File: src/rtl/sfs_pkg.sv
package sfs_pkg;

    typedef enum logic [2:0] {
        OP_LOAD  = 3'd0,
        OP_STORE = 3'd1,
        OP_PUSH  = 3'd2,
        OP_POP   = 3'd3,
        OP_ENTER = 3'd4,
        OP_LEAVE = 3'd5,
        OP_CALL  = 3'd6,
        OP_RET   = 3'd7
    } sfs_op_e;

    typedef enum logic [2:0] {
        AM_REG   = 3'd0,
        AM_IMM   = 3'd1,
        AM_BDISP = 3'd2,
        AM_BIDX  = 3'd3,
        AM_BSIDX = 3'd4,
        AM_FULL  = 3'd5,
        AM_RSV6  = 3'd6,
        AM_RSV7  = 3'd7
    } sfs_mode_e;

    typedef enum logic [2:0] {
        SP_HOLD    = 3'd0,
        SP_DEC     = 3'd1,
        SP_INC     = 3'd2,
        SP_SUB     = 3'd3,
        SP_FROM_FP = 3'd4
    } sp_act_e;

    typedef enum logic [1:0] {
        FP_HOLD    = 2'd0,
        FP_FROM_SP = 2'd1,
        FP_LOAD    = 2'd2
    } fp_act_e;

    localparam int unsigned WORD_BYTES = 4;

endpackage

File: src/rtl/sfs_agen.sv
module sfs_agen
    import sfs_pkg::*;
#(
    parameter int unsigned DW = 32,
    parameter int unsigned SW = 2
) (
    input  sfs_mode_e         mode_i,
    input  logic [DW-1:0]     base_i,
    input  logic [DW-1:0]     index_i,
    input  logic [SW-1:0]     scale_i,
    input  logic [DW-1:0]     imm_i,
    output logic [DW-1:0]     ea_o,
    output logic [DW-1:0]     operand_o,
    output logic              is_mem_o,
    output logic              misaligned_o
);

    localparam int unsigned LSB_W = $clog2(WORD_BYTES);

    logic [DW-1:0] scaled;

    always_comb begin
        scaled    = index_i << scale_i;
        ea_o      = base_i;
        operand_o = base_i;
        is_mem_o  = 1'b1;
        unique case (mode_i)
            AM_REG, AM_RSV6, AM_RSV7: begin
                is_mem_o  = 1'b0;
                operand_o = base_i;
            end
            AM_IMM: begin
                is_mem_o  = 1'b0;
                operand_o = imm_i;
            end
            AM_BDISP: ea_o = base_i + imm_i;
            AM_BIDX:  ea_o = base_i + index_i;
            AM_BSIDX: ea_o = base_i + scaled;
            AM_FULL:  ea_o = base_i + scaled + imm_i;
        endcase
        misaligned_o = is_mem_o && (ea_o[LSB_W-1:0] != '0);
    end

endmodule

File: src/rtl/sfs_ptr_regs.sv
module sfs_ptr_regs
    import sfs_pkg::*;
#(
    parameter int unsigned   DW  = 32,
    parameter logic [DW-1:0] TOS = 32'h0000_0400
) (
    input  logic          clk,
    input  logic          rst_n,
    input  sp_act_e       sp_act_i,
    input  fp_act_e       fp_act_i,
    input  logic [DW-1:0] frame_i,
    input  logic [DW-1:0] load_i,
    output logic [DW-1:0] sp_o,
    output logic [DW-1:0] fp_o
);

    localparam logic [DW-1:0] STEP     = DW'(WORD_BYTES);
    localparam logic [DW-1:0] LOW_MASK = DW'(WORD_BYTES - 1);
    localparam logic [DW-1:0] TOS_AL   = TOS & ~LOW_MASK;

    logic [DW-1:0] sp_q, fp_q, sp_d, fp_d;

    always_comb begin
        sp_d = sp_q;
        unique case (sp_act_i)
            SP_HOLD:    sp_d = sp_q;
            SP_DEC:     sp_d = sp_q - STEP;
            SP_INC:     sp_d = sp_q + STEP;
            SP_SUB:     sp_d = sp_q - (frame_i & ~LOW_MASK);
            SP_FROM_FP: sp_d = fp_q;
            default:    sp_d = sp_q;
        endcase
        fp_d = fp_q;
        unique case (fp_act_i)
            FP_HOLD:    fp_d = fp_q;
            FP_FROM_SP: fp_d = sp_q;
            FP_LOAD:    fp_d = load_i & ~LOW_MASK;
            default:    fp_d = fp_q;
        endcase
    end

    always_ff @(posedge clk) begin
        if (!rst_n) begin
            sp_q <= TOS_AL;
            fp_q <= TOS_AL;
        end else begin
            sp_q <= sp_d;
            fp_q <= fp_d;
        end
    end

    assign sp_o = sp_q;
    assign fp_o = fp_q;

    // pointers never leave word alignment
    p_sp_aligned_r8: assert property (@(posedge clk) disable iff (!rst_n)
        sp_q[1:0] == 2'b00);
    p_fp_aligned_r9: assert property (@(posedge clk) disable iff (!rst_n)
        fp_q[1:0] == 2'b00);
    // the first cycle after reset starts from the top of stack
    p_reset_tos_r13: assert property (@(posedge clk)
        !rst_n |=> (sp_q == TOS_AL && fp_q == TOS_AL));

endmodule

File: src/rtl/sfs_ctrl.sv
module sfs_ctrl
    import sfs_pkg::*;
#(
    parameter int unsigned DW = 32
) (
    input  logic          clk,
    input  logic          rst_n,
    input  logic          cmd_valid_i,
    input  sfs_op_e       op_i,
    input  logic [DW-1:0] ea_i,
    input  logic [DW-1:0] operand_i,
    input  logic          is_mem_i,
    input  logic          misaligned_i,
    input  logic [DW-1:0] imm_i,
    input  logic [DW-1:0] data_i,
    input  logic [DW-1:0] sp_i,
    input  logic [DW-1:0] fp_i,
    input  logic [DW-1:0] mem_rdata_i,
    output logic          busy_o,
    output logic          mem_req_o,
    output logic          mem_we_o,
    output logic [DW-1:0] mem_addr_o,
    output logic [DW-1:0] mem_wdata_o,
    output logic          res_valid_o,
    output logic [DW-1:0] res_data_o,
    output logic          redirect_valid_o,
    output logic [DW-1:0] redirect_pc_o,
    output logic          align_err_o,
    output sp_act_e       sp_act_o,
    output fp_act_e       fp_act_o,
    output logic [DW-1:0] frame_o,
    output logic [DW-1:0] fp_load_o
);

    localparam logic [DW-1:0] STEP = DW'(WORD_BYTES);

    typedef enum logic [3:0] {
        S_IDLE, S_MEM_RD, S_MEM_RDW, S_MEM_WR, S_FWD, S_FAULT,
        S_SP_DEC, S_PUSH_WR, S_FP_SET, S_SP_SUB,
        S_SP_FROM_FP, S_POP_RD, S_POP_WB, S_REDIRECT
    } state_e;

    state_e        state_q, state_d;
    sfs_op_e       op_q;
    logic [DW-1:0] ea_q, val_q, imm_q, data_q;
    logic          accept;

    assign accept = cmd_valid_i && (state_q == S_IDLE);

    // state register and command capture
    always_ff @(posedge clk) begin
        if (!rst_n) begin
            state_q <= S_IDLE;
            op_q    <= OP_LOAD;
            ea_q    <= '0;
            val_q   <= '0;
            imm_q   <= '0;
            data_q  <= '0;
        end else begin
            state_q <= state_d;
            if (accept) begin
                op_q   <= op_i;
                ea_q   <= ea_i;
                val_q  <= operand_i;
                imm_q  <= imm_i;
                data_q <= data_i;
            end
        end
    end

    // next-state selection
    always_comb begin
        state_d = state_q;
        unique case (state_q)
            S_IDLE: begin
                if (cmd_valid_i) begin
                    unique case (op_i)
                        OP_LOAD:
                            state_d = !is_mem_i    ? S_FWD   :
                                      misaligned_i ? S_FAULT : S_MEM_RD;
                        OP_STORE:
                            state_d = !is_mem_i    ? S_IDLE  :
                                      misaligned_i ? S_FAULT : S_MEM_WR;
                        OP_PUSH, OP_ENTER, OP_CALL: state_d = S_SP_DEC;
                        OP_POP, OP_RET:             state_d = S_POP_RD;
                        OP_LEAVE:                   state_d = S_SP_FROM_FP;
                    endcase
                end
            end
            S_MEM_RD:     state_d = S_MEM_RDW;
            S_SP_DEC:     state_d = S_PUSH_WR;
            S_PUSH_WR: begin
                if (op_q == OP_ENTER)     state_d = S_FP_SET;
                else if (op_q == OP_CALL) state_d = S_REDIRECT;
                else                      state_d = S_IDLE;
            end
            S_FP_SET:     state_d = S_SP_SUB;
            S_SP_FROM_FP: state_d = S_POP_RD;
            S_POP_RD:     state_d = S_POP_WB;
            S_MEM_RDW, S_MEM_WR, S_FWD, S_FAULT,
            S_SP_SUB, S_POP_WB, S_REDIRECT:
                          state_d = S_IDLE;
            default:      state_d = S_IDLE;
        endcase
    end

    // outputs per state
    always_comb begin
        busy_o           = (state_q != S_IDLE);
        mem_req_o        = 1'b0;
        mem_we_o         = 1'b0;
        mem_addr_o       = ea_q;
        mem_wdata_o      = '0;
        res_valid_o      = 1'b0;
        res_data_o       = '0;
        redirect_valid_o = 1'b0;
        redirect_pc_o    = '0;
        align_err_o      = 1'b0;
        sp_act_o         = SP_HOLD;
        fp_act_o         = FP_HOLD;
        frame_o          = imm_q;
        fp_load_o        = mem_rdata_i;
        unique case (state_q)
            S_IDLE: ;
            S_MEM_RD: mem_req_o = 1'b1;
            S_MEM_RDW: begin
                res_valid_o = 1'b1;
                res_data_o  = mem_rdata_i;
            end
            S_MEM_WR: begin
                mem_req_o   = 1'b1;
                mem_we_o    = 1'b1;
                mem_wdata_o = data_q;
            end
            S_FWD: begin
                res_valid_o = 1'b1;
                res_data_o  = val_q;
            end
            S_FAULT:  align_err_o = 1'b1;
            S_SP_DEC: sp_act_o    = SP_DEC;
            S_PUSH_WR: begin
                mem_req_o   = 1'b1;
                mem_we_o    = 1'b1;
                mem_addr_o  = sp_i;
                mem_wdata_o = (op_q == OP_ENTER) ? fp_i : data_q;
            end
            S_FP_SET:     fp_act_o = FP_FROM_SP;
            S_SP_SUB:     sp_act_o = SP_SUB;
            S_SP_FROM_FP: sp_act_o = SP_FROM_FP;
            S_POP_RD: begin
                mem_req_o  = 1'b1;
                mem_addr_o = sp_i;
            end
            S_POP_WB: begin
                sp_act_o = SP_INC;
                if (op_q == OP_POP) begin
                    res_valid_o = 1'b1;
                    res_data_o  = mem_rdata_i;
                end else if (op_q == OP_LEAVE) begin
                    fp_act_o = FP_LOAD;
                end else begin
                    redirect_valid_o = 1'b1;
                    redirect_pc_o    = mem_rdata_i;
                end
            end
            S_REDIRECT: begin
                redirect_valid_o = 1'b1;
                redirect_pc_o    = imm_q;
            end
            default: ;
        endcase
    end

    // the pushed word goes out after the pointer has dropped by one word
    p_push_after_dec_r6: assert property (@(posedge clk) disable iff (!rst_n)
        (state_q == S_PUSH_WR) |-> (sp_i == $past(sp_i) - STEP));
    // the pointer rises by one word after a pop write-back
    p_pop_raise_r7: assert property (@(posedge clk) disable iff (!rst_n)
        (state_q == S_POP_WB) |=> (sp_i == $past(sp_i) + STEP));
    // load data returns one cycle after the read strobe
    p_read_latency_r3: assert property (@(posedge clk) disable iff (!rst_n)
        (state_q == S_MEM_RDW) |-> $past(mem_req_o && !mem_we_o));
    // the frame pointer holds the pushed-to stack address when the size is taken
    p_enter_fp_r8: assert property (@(posedge clk) disable iff (!rst_n)
        (state_q == S_SP_SUB) |-> (fp_i == sp_i));
    // a redirect always follows a stack memory access
    p_redirect_after_mem_r10: assert property (@(posedge clk) disable iff (!rst_n)
        redirect_valid_o |-> $past(mem_req_o));
    // busy only rises when a request was present
    p_accept_idle_r12: assert property (@(posedge clk) disable iff (!rst_n)
        (busy_o && !$past(busy_o)) |-> $past(cmd_valid_i));
    // a fault returns straight to idle
    p_fault_idle_r4: assert property (@(posedge clk) disable iff (!rst_n)
        align_err_o |=> !busy_o);

endmodule

File: src/rtl/stack_frame_seq.sv
module stack_frame_seq
    import sfs_pkg::*;
#(
    parameter int unsigned   DW  = 32,
    parameter int unsigned   SW  = 2,
    parameter logic [DW-1:0] TOS = 32'h0000_0400
) (
    input  logic          clk,
    input  logic          rst_n,
    input  logic          cmd_valid,
    input  logic [2:0]    cmd_op,
    input  logic [2:0]    cmd_mode,
    input  logic [DW-1:0] cmd_base,
    input  logic [DW-1:0] cmd_index,
    input  logic [SW-1:0] cmd_scale,
    input  logic [DW-1:0] cmd_imm,
    input  logic [DW-1:0] cmd_data,
    output logic          busy,
    output logic          mem_req,
    output logic          mem_we,
    output logic [DW-1:0] mem_addr,
    output logic [DW-1:0] mem_wdata,
    input  logic [DW-1:0] mem_rdata,
    output logic          res_valid,
    output logic [DW-1:0] res_data,
    output logic          redirect_valid,
    output logic [DW-1:0] redirect_pc,
    output logic          align_err,
    output logic [DW-1:0] sp_out,
    output logic [DW-1:0] fp_out
);

    logic [DW-1:0] ea, operand, frame, fp_load;
    logic          is_mem, misaligned;
    sp_act_e       sp_act;
    fp_act_e       fp_act;

    sfs_agen #(.DW(DW), .SW(SW)) u_agen (
        .mode_i       (sfs_mode_e'(cmd_mode)),
        .base_i       (cmd_base),
        .index_i      (cmd_index),
        .scale_i      (cmd_scale),
        .imm_i        (cmd_imm),
        .ea_o         (ea),
        .operand_o    (operand),
        .is_mem_o     (is_mem),
        .misaligned_o (misaligned)
    );

    sfs_ctrl #(.DW(DW)) u_ctrl (
        .clk              (clk),
        .rst_n            (rst_n),
        .cmd_valid_i      (cmd_valid),
        .op_i             (sfs_op_e'(cmd_op)),
        .ea_i             (ea),
        .operand_i        (operand),
        .is_mem_i         (is_mem),
        .misaligned_i     (misaligned),
        .imm_i            (cmd_imm),
        .data_i           (cmd_data),
        .sp_i             (sp_out),
        .fp_i             (fp_out),
        .mem_rdata_i      (mem_rdata),
        .busy_o           (busy),
        .mem_req_o        (mem_req),
        .mem_we_o         (mem_we),
        .mem_addr_o       (mem_addr),
        .mem_wdata_o      (mem_wdata),
        .res_valid_o      (res_valid),
        .res_data_o       (res_data),
        .redirect_valid_o (redirect_valid),
        .redirect_pc_o    (redirect_pc),
        .align_err_o      (align_err),
        .sp_act_o         (sp_act),
        .fp_act_o         (fp_act),
        .frame_o          (frame),
        .fp_load_o        (fp_load)
    );

    sfs_ptr_regs #(.DW(DW), .TOS(TOS)) u_ptrs (
        .clk      (clk),
        .rst_n    (rst_n),
        .sp_act_i (sp_act),
        .fp_act_i (fp_act),
        .frame_i  (frame),
        .load_i   (fp_load),
        .sp_o     (sp_out),
        .fp_o     (fp_out)
    );

    // every access on the port is word aligned
    p_mem_aligned_r4: assert property (@(posedge clk) disable iff (!rst_n)
        mem_req |-> (mem_addr[1:0] == 2'b00));
    // a fault never coincides with an access
    p_fault_no_access_r4: assert property (@(posedge clk) disable iff (!rst_n)
        align_err |-> !mem_req);

endmodule

File: config.mk
export PLATFORM = sky130hd
export DESIGN_NAME = stack_frame_seq
export DESIGN_NICKNAME = d
export VERILOG_FILES = /design/src/rtl/sfs_pkg.sv /design/src/rtl/sfs_agen.sv /design/src/rtl/sfs_ptr_regs.sv /design/src/rtl/sfs_ctrl.sv /design/src/rtl/stack_frame_seq.sv
export SDC_FILE = /design/constraint.sdc
export NUM_CORES = 1
export LEC_CHECK = 0
export BUFFER_PORTS_ARGS = -buffer_cell sky130_fd_sc_hd__buf_2
export CORE_MARGIN = 10
export CORE_UTILIZATION = 57
export CTS_BUF_LIST = sky130_fd_sc_hd__clkbuf_4 sky130_fd_sc_hd__clkbuf_8 sky130_fd_sc_hd__clkbuf_16
export CTS_CLUSTER_SIZE = 40
export DETAILED_ROUTE_END_ITERATION = 8
export GPL_TIMING_DRIVEN = 0
export PLACE_DENSITY_LB_ADDON = 0.12
export SLEW_MARGIN = 20
export SYNTH_ARGS = -nofsm -noshare
export SYNTH_HDL_FRONTEND = slang
export SYNTH_SLANG_ARGS = --single-unit
File: constraint.sdc
create_clock -name clk -period 7.7 [get_ports clk]
set_input_delay 0.385 -clock clk [delete_from_list [all_inputs] [get_ports clk]]
set_output_delay 0.385 -clock clk [all_outputs]
set_load 0.005 [all_outputs]
==> impl_metrics.json, run 1 <==
{
  "maxCapViolCount": 0,
  "clock_sink_count": 199,
  "cts_tree": "done",
  "synthAdderAreaFrac_pct": 9.308,
  "p_seq_share_pct": 26.0,
  "yosysMostFrequentCell": "nand2_1",
  "final_layout_size_suffix_gt1_share_pct": 17.78,
  "async_flop_share_pct": 0,
  "cts_setup_buffers": 0,
  "rsz0062_at_grt": "no",
  "first_iter_violations": 2280,
  "wl_per_cell_um": 24.69,
  "critical_path.startpoint_type": "input pin",
  "hold_viol": 0,
  "swShare_pct": 49.10,
  "root_buffer": "clkbuf_16",
  "synthTopCellsByArea": "dfxtp_1 23%, a21oi_1 9.1%, ha_1 8.9%",
  "start_util_pct": 57.74,
  "synth_ff_type": "dfxtp_1",
  "hp-class": "in -> reg",
  "required_ns": 8.11,
  "power_uw": 6373,
  "path_max_fanout": 10,
  "rows": 64,
  "clk_pin_slew_ns": 0.09,
  "dr.pass1.iters": 6,
  "port_buffers": 365,
  "syn_area_per_cell_sq_um": 7.437,
  "cts-htree-levels": 4,
  "die_h_um": 196.0,
  "yosys-top-cells-count": "370 x nand2_1, 320 x a21oi_1, 220 x nor2_1",
  "syn2layout_area_growth_pct": 16.44,
  "yosys-mux-area-fraction_pct": 9.655,
  "ys_seq_area_share_pct": 22.55,
  "final.setup.tns_ns": 0,
  "slowest_stage": "a21boi_0",
  "power.switching_uw": 3129,
  "ant_nets": 0,
  "hold_buffers": 0,
  "critPathKind": "in -> reg",
  "antenna_found_initial": 7,
  "grt_pass1_vias": 19880,
  "fin_worst_skew_ns": 0.01729,
  "clk_latency_ns": 0.47,
  "stdcell_area_sq_um": 20570,
  "place_congestion": 1.047,
  "synth.top_cell.area_share_pct": 22.55,
  "grt_pass1_wl_um": 116400,
  "drc_errors": 0,
  "place_inst": 3136,
  "dieArea_sq_um": 38430,
  "grt_usage_pct": 38.57,
  "grt_max_degree": 19,
  "ios": 369,
  "p_per_area_nw_per_um2": 309.9,
  "synth_top_family_by_area": "compound AO/OA/AOI/OAI gates",
  "hpwl_um": 64750,
  "leakagePower_uw": 0.008850,
  "fin_cells": 3173,
  "vias": 20830,
  "slowest_delay_ns": 0.73,
  "clock_path_buffers": 2,
  "postSynthCellCount": 2375,
  "synth_seq_cells": 199,
  "peakVddDrop_uv": 181.3,
  "outcome": "complete, no violations",
  "final.fill_count": 2713,
  "setup.worst_path.end_class": "flip-flop",
  "synth_compound_area_share_pct": 30.30,
  "grt_overflow_total": 0,
  "synth_xor_area_share_pct": 4.611,
  "reg2reg_slack_ns": 2.39,
  "synth-edff-count": 0,
  "p_int_uw": 3244,
  "synth_area_leader_cell": "dfxtp_1",
  "core_area_sq_um": 30590,
  "routed_wirelength_um": 78340,
  "period_needed_ns": 7.077,
  "fmax_mhz": 141.3,
  "finalCritPeriodShare_pct": 91.91,
  "relSlewSlack_pct": 16.74,
  "syn_nets": 2675,
  "cp_data_arrival_time_ns": 7.49,
  "max_slew.worst_pin.slew_ns": 1.244,
  "whs_ns": 0.1617,
  "yosysWarnings": 0,
  "p_clk_share_pct": 13.9,
  "syn_area_sq_um": 17660,
  "nNetsFinal": 3059,
  "viasPerCell": 6.565,
  "synthSimpleGateAreaFrac_pct": 19.47,
  "placed_area_sq_um": 19990,
  "fp.dieW_um": 196.0,
  "finalSetupViolCount": 0,
  "synthDistinctLibCells": 81,
  "p_comb_share_pct": 60.2,
  "cts_buffers": 17,
  "final_max_slew_viol_count": 0
}
placed cells by master, fill, tap and decap left out, types with 8 or more instances in the layout:
cell / synthesis / layout
nand2_1: 370 / 370
buf_2: 2 / 367
a21oi_1: 320 / 320
nor2_1: 220 / 220
dfxtp_1: 199 / 199
o21ai_0: 147 / 147
clkbuf_1: 133 / 132
ha_1: 125 / 125
a22o_1: 70 / 70
mux2i_1: 68 / 68
a211oi_1: 60 / 60
xnor2_1: 52 / 52
a21o_1: 45 / 45
xor2_1: 41 / 41
inv_1: 37 / 37
mux2_2: 35 / 35
nor3_1: 34 / 33
nand2b_1: 29 / 29
nand3_1: 29 / 29
mux4_2: 28 / 28
a31oi_1: 25 / 25
o211ai_1: 23 / 23
or3_1: 20 / 20
o21a_1: 18 / 18
nor2b_1: 17 / 17
clkbuf_16: 0 / 17
buf_1: 17 / 16
a311oi_1: 14 / 14
or2_2: 12 / 12
o21bai_1: 12 / 12
o31ai_1: 11 / 11
and3_1: 11 / 11
nand4_1: 10 / 10
a211o_1: 8 / 8
o221ai_1: 8 / 8
critical path, delay by kind of cell:
family | cells | cell delay [ns]
and+or+nand+nor | 4 | 0.74
buffers and inverters | 3 | 1.08
muxes | 3 | 1.22
AOI/OAI and AO/OA | 12 | 3.32
adders and majority gates | 2 | 0.62
xor gates and xnor gates | 1 | 0.13
layer usage:
layer | part of all wire (%) | vias to the layer above | wire, um | GRT usage, %
met5 | 0.017 | - | 13 | 0
met4 | 6.3 | 2 | 4913 | 23.08
met3 | 11 | 288 | 8609 | 8.525
met2 | 47 | 1367 | 36610 | 64.96
met1 | 36 | 9660 | 28190 | 43.93
li1 | - | 9513 | - | -
power groups by stage:
stage          clock (uW)  sequential, uW  combinational [uW]
2_1_floorplan           0            1510                2600
3_3_place_gp            0            1640                3630
3_5_place_dp            0            1650                3700
4_1_cts               871            1630                3720
5_1_grt               914            1670                4190
6_report              884            1650                3830
worst paths after layout:
check,startpoint,endpoint,depth (start not counted)
worst min-delay path,cmd_data[7],u_ctrl.data_q[7]$_SDFFE_PN0P_,3
worst min register to register,u_ctrl.data_q[17]$_SDFFE_PN0P_,u_ctrl.data_q[17]$_SDFFE_PN0P_,2
worst max-delay path,cmd_scale[0],u_ctrl.ea_q[29]$_SDFFE_PN0P_,25
worst max register to register,u_ctrl.state_q[3]$_SDFFE_PN0P_,u_ptrs.sp_o[31]$_SDFFE_PN0P_,16
timing repair:
item / in CTS / in global routing
hold endpoints to repair: 0 / 0
endpoints found under the setup margin: 0 / 1
resized for setup: 0 / 4
flip-flops by register name, indices dropped and copies added (netlist names):
name	cells
u_ctrl.ea_q	32
u_ctrl.frame_o	32
u_ctrl.op_q	3
u_ctrl.val_q	32
u_ptrs.fp_o	32
u_ptrs.sp_o	32
u_ctrl.data_q	32
u_ctrl.state_q	4
cell families after synthesis:
logic type,Yosys count
AOI/OAI and AO/OA,841
xor gates and xnor gates,93
adders and majority gates,129
DFF,199
muxes,131
and+or+nand+nor,790
buffers and inverters,192
layout make-up:
class / count / area, sq um / area share [%]
antenna: 5 / 12.51 / 0.06083
buffer: 153 / 580.6 / 2.823
clock buffer: 19 / 446.7 / 2.172
clock inverter: 13 / 115.1 / 0.5597
inverter: 39 / 146.4 / 0.7118
multi-input combinational: 1984 / 12960 / 63.01
sequential: 199 / 3984 / 19.37
tap: 396 / 495.5 / 2.409
timing repair buffer: 365 / 1827 / 8.882
through the flow:
stage | setup WS, ns | utilization [%]
after floorplan | 1.486 | -
after global placement | 0.09058 | 65.33
after detailed placement | -0.009395 | 65.35
after CTS | 0.4512 | 67.19
after global routing | 0.1012 | 67.23
final | 0.6227 | 67.24
No activity file was read; power rests on OpenSTA's default activity.
==> inputs of run 2 (changes only) <==
- CORE_UTILIZATION: 57 -> 51
- clock period: 7.7 -> 6.14 ns (I/O delays scaled with it)
==> run 2 against run 1 <==
  * Register-to-register slack worse by 1.7 ns
  * Final cell count up 1.9%
  * Largest cell class unchanged
  * Largest power group unchanged
  * Highest routed layer is now met4
  * Critical path depth down 2
==> impl_metrics.json, run 2 (synthesis results as in run 1) <==
{
  "clock_path_buffers": 2,
  "routed_wirelength_um": 81270,
  "ant_nets": 0,
  "final_layout_size_suffix_gt1_share_pct": 18.18,
  "fin_util_pct": 60.36,
  "nNetsFinal": 3059,
  "rsz0062_at_grt": "no",
  "max_slew.worst_pin.slew_ns": 1.128,
  "antenna_found_initial": 6,
  "hp-class": "in -> reg",
  "grt_overflow_total": 0,
  "grt_pass1_wl_um": 119000,
  "port_buffers": 365,
  "period_needed_ns": 5.862,
  "grt_usage_pct": 36.72,
  "first_iter_violations": 1784,
  "place_congestion": 1.023,
  "path_max_fanout": 10,
  "power_uw": 8167,
  "critical_path.startpoint_type": "input pin",
  "fmax_mhz": 170.6,
  "viasPerCell": 6.306,
  "clk_latency_ns": 0.46,
  "root_buffer": "clkbuf_16",
  "core_area_sq_um": 34370,
  "required_ns": 6.54,
  "ios": 369,
  "cts-htree-levels": 4,
  "cts_buffers": 17,
  "p_per_area_nw_per_um2": 393.6,
  "peakVddDrop_uv": 218.7,
  "dieArea_sq_um": 42480,
  "grt_max_degree": 18,
  "clock_sink_count": 199,
  "fp.dieW_um": 206.1,
  "critPathKind": "in -> reg",
  "syn2layout_area_growth_pct": 17.46,
  "outcome": "complete, no violations",
  "hpwl_um": 67580,
  "cp_data_arrival_time_ns": 6.26,
  "drc_errors": 0,
  "clk_pin_slew_ns": 0.08,
  "rows": 68,
  "cts_tree": "done",
  "fin_worst_skew_ns": 0.01349,
  "hold_viol": 0,
  "finalSetupViolCount": 0,
  "final_max_slew_viol_count": 0,
  "start_util_pct": 51.39,
  "cts_setup_buffers": 0,
  "vias": 20380,
  "maxCapViolCount": 0,
  "relSlewSlack_pct": 24.51,
  "setup.worst_path.end_class": "flip-flop",
  "dr.pass1.iters": 6,
  "wl_per_cell_um": 25.15,
  "die_h_um": 206.1,
  "final_common_cell": "nand2_1",
  "grt_pass1_vias": 19700,
  "final_cell_mix": "370 x nand2_1, 368 x buf_2, 319 x a21oi_1",
  "finalCritPeriodShare_pct": 95.48,
  "leakagePower_uw": 0.008908
}
## run 2: cell types whose count changed in the layout (fill, tap and decap cells not counted), moves of 2 or more
cell / before / now
clkbuf_1: 132 / 128
inv_8: 3 / 0
a21boi_0: 6 / 4
bufinv_16: 0 / 2
clkbuf_2: 3 / 5
clkbuf_8: 1 / 3
inv_6: 3 / 5
o21ai_0: 147 / 145
o21ai_1: 4 / 6
## run 2: what timing repair did
| item | 4_1_cts | 5_1_grt |
|---|---|---|
| endpoints found under the setup margin | 8 | 7 |
| hold buffers | 0 | 0 |
| gates resized for setup | 9 | 19 |
## run 2: layer usage
metal / up-vias / wire length [um] / part of all wire, % / GRT usage [%]
met5: - / 0 / 0 / 0
met4: 0 / 4112 / 5.1 / 19.42
met3: 234 / 7385 / 9.1 / 6.959
met2: 1120 / 39020 / 48 / 62.81
met1: 9505 / 30760 / 38 / 42.80
li1: 9523 / - / - / -
## run 2: worst paths after layout
kind	start	end	slack, ns	depth (start not counted)
setup / recovery	cmd_scale[0]	u_ctrl.ea_q[29]$_SDFFE_PN0P_	0.28	23
hold / removal	cmd_data[2]	u_ctrl.data_q[2]$_SDFFE_PN0P_	0.09	3
setup reg to reg	u_ctrl.state_q[3]$_SDFFE_PN0P_	u_ptrs.sp_o[31]$_SDFFE_PN0P_	0.69	16
hold reg to reg	u_ctrl.data_q[2]$_SDFFE_PN0P_	u_ctrl.data_q[2]$_SDFFE_PN0P_	0.46	2
## run 2: area by class of cell
cell class              count  area [sq um]
clock inverters            11         137.6
flip-flops and latches    199          3984
fillers                  3279         13630
diodes                      5         12.51
plain buffers             153         595.6
inverters                  39         146.4
multi-input cells        1984         13000
clock buffers              21         474.2
repair buffers            365          1827
well taps                 455         569.3
## run 2: power by group
| part | switching [uW] | total [uW] | internal, uW |
|---|---|---|---|
| registers | 424 | 2080 | 1660 |
| logic | 3000 | 4870 | 1870 |
| clock network | 563 | 1210 | 648 |
| total | 3990 | 8170 | 4170 |
## run 2: per-stage QoR
step	setup slack (ns)	instances	area (sq um)	hold slack, ns	setup TNS [ns]
2_1_floorplan	0.003500	2375	17660	0.4211	0
3_3_place_gp	-1.334	3195	20060	0.4408	-9.002
3_5_place_dp	-1.422	3195	20060	0.4473	-9.861
4_1_cts	0.01750	3227	20690	0.08475	0
5_1_grt	0.02148	3231	20740	0.09049	0
6_report	0.2777	3232	20750	0.08758	0
## run 2: critical path: stages
cell	delay, ns
buf_2	0.24
buf_6	0.23
mux4_2	0.51
ha_1	0.25
a2111o_1	0.40
o22a_1	0.24
a211o_1	0.29
a21o_1	0.24
a211oi_1	0.38
o21ai_0	0.17
xnor2_1	0.27
o21ai_0	0.18
ha_1	0.42
and4_1	0.23
and4_1	0.23
and4_1	0.19
a21oi_1	0.04
a21boi_4	0.17
o21ai_1	0.26
mux2_2	0.36
a2111oi_0	0.31
nor4_1	0.14
o21ai_1	0.17
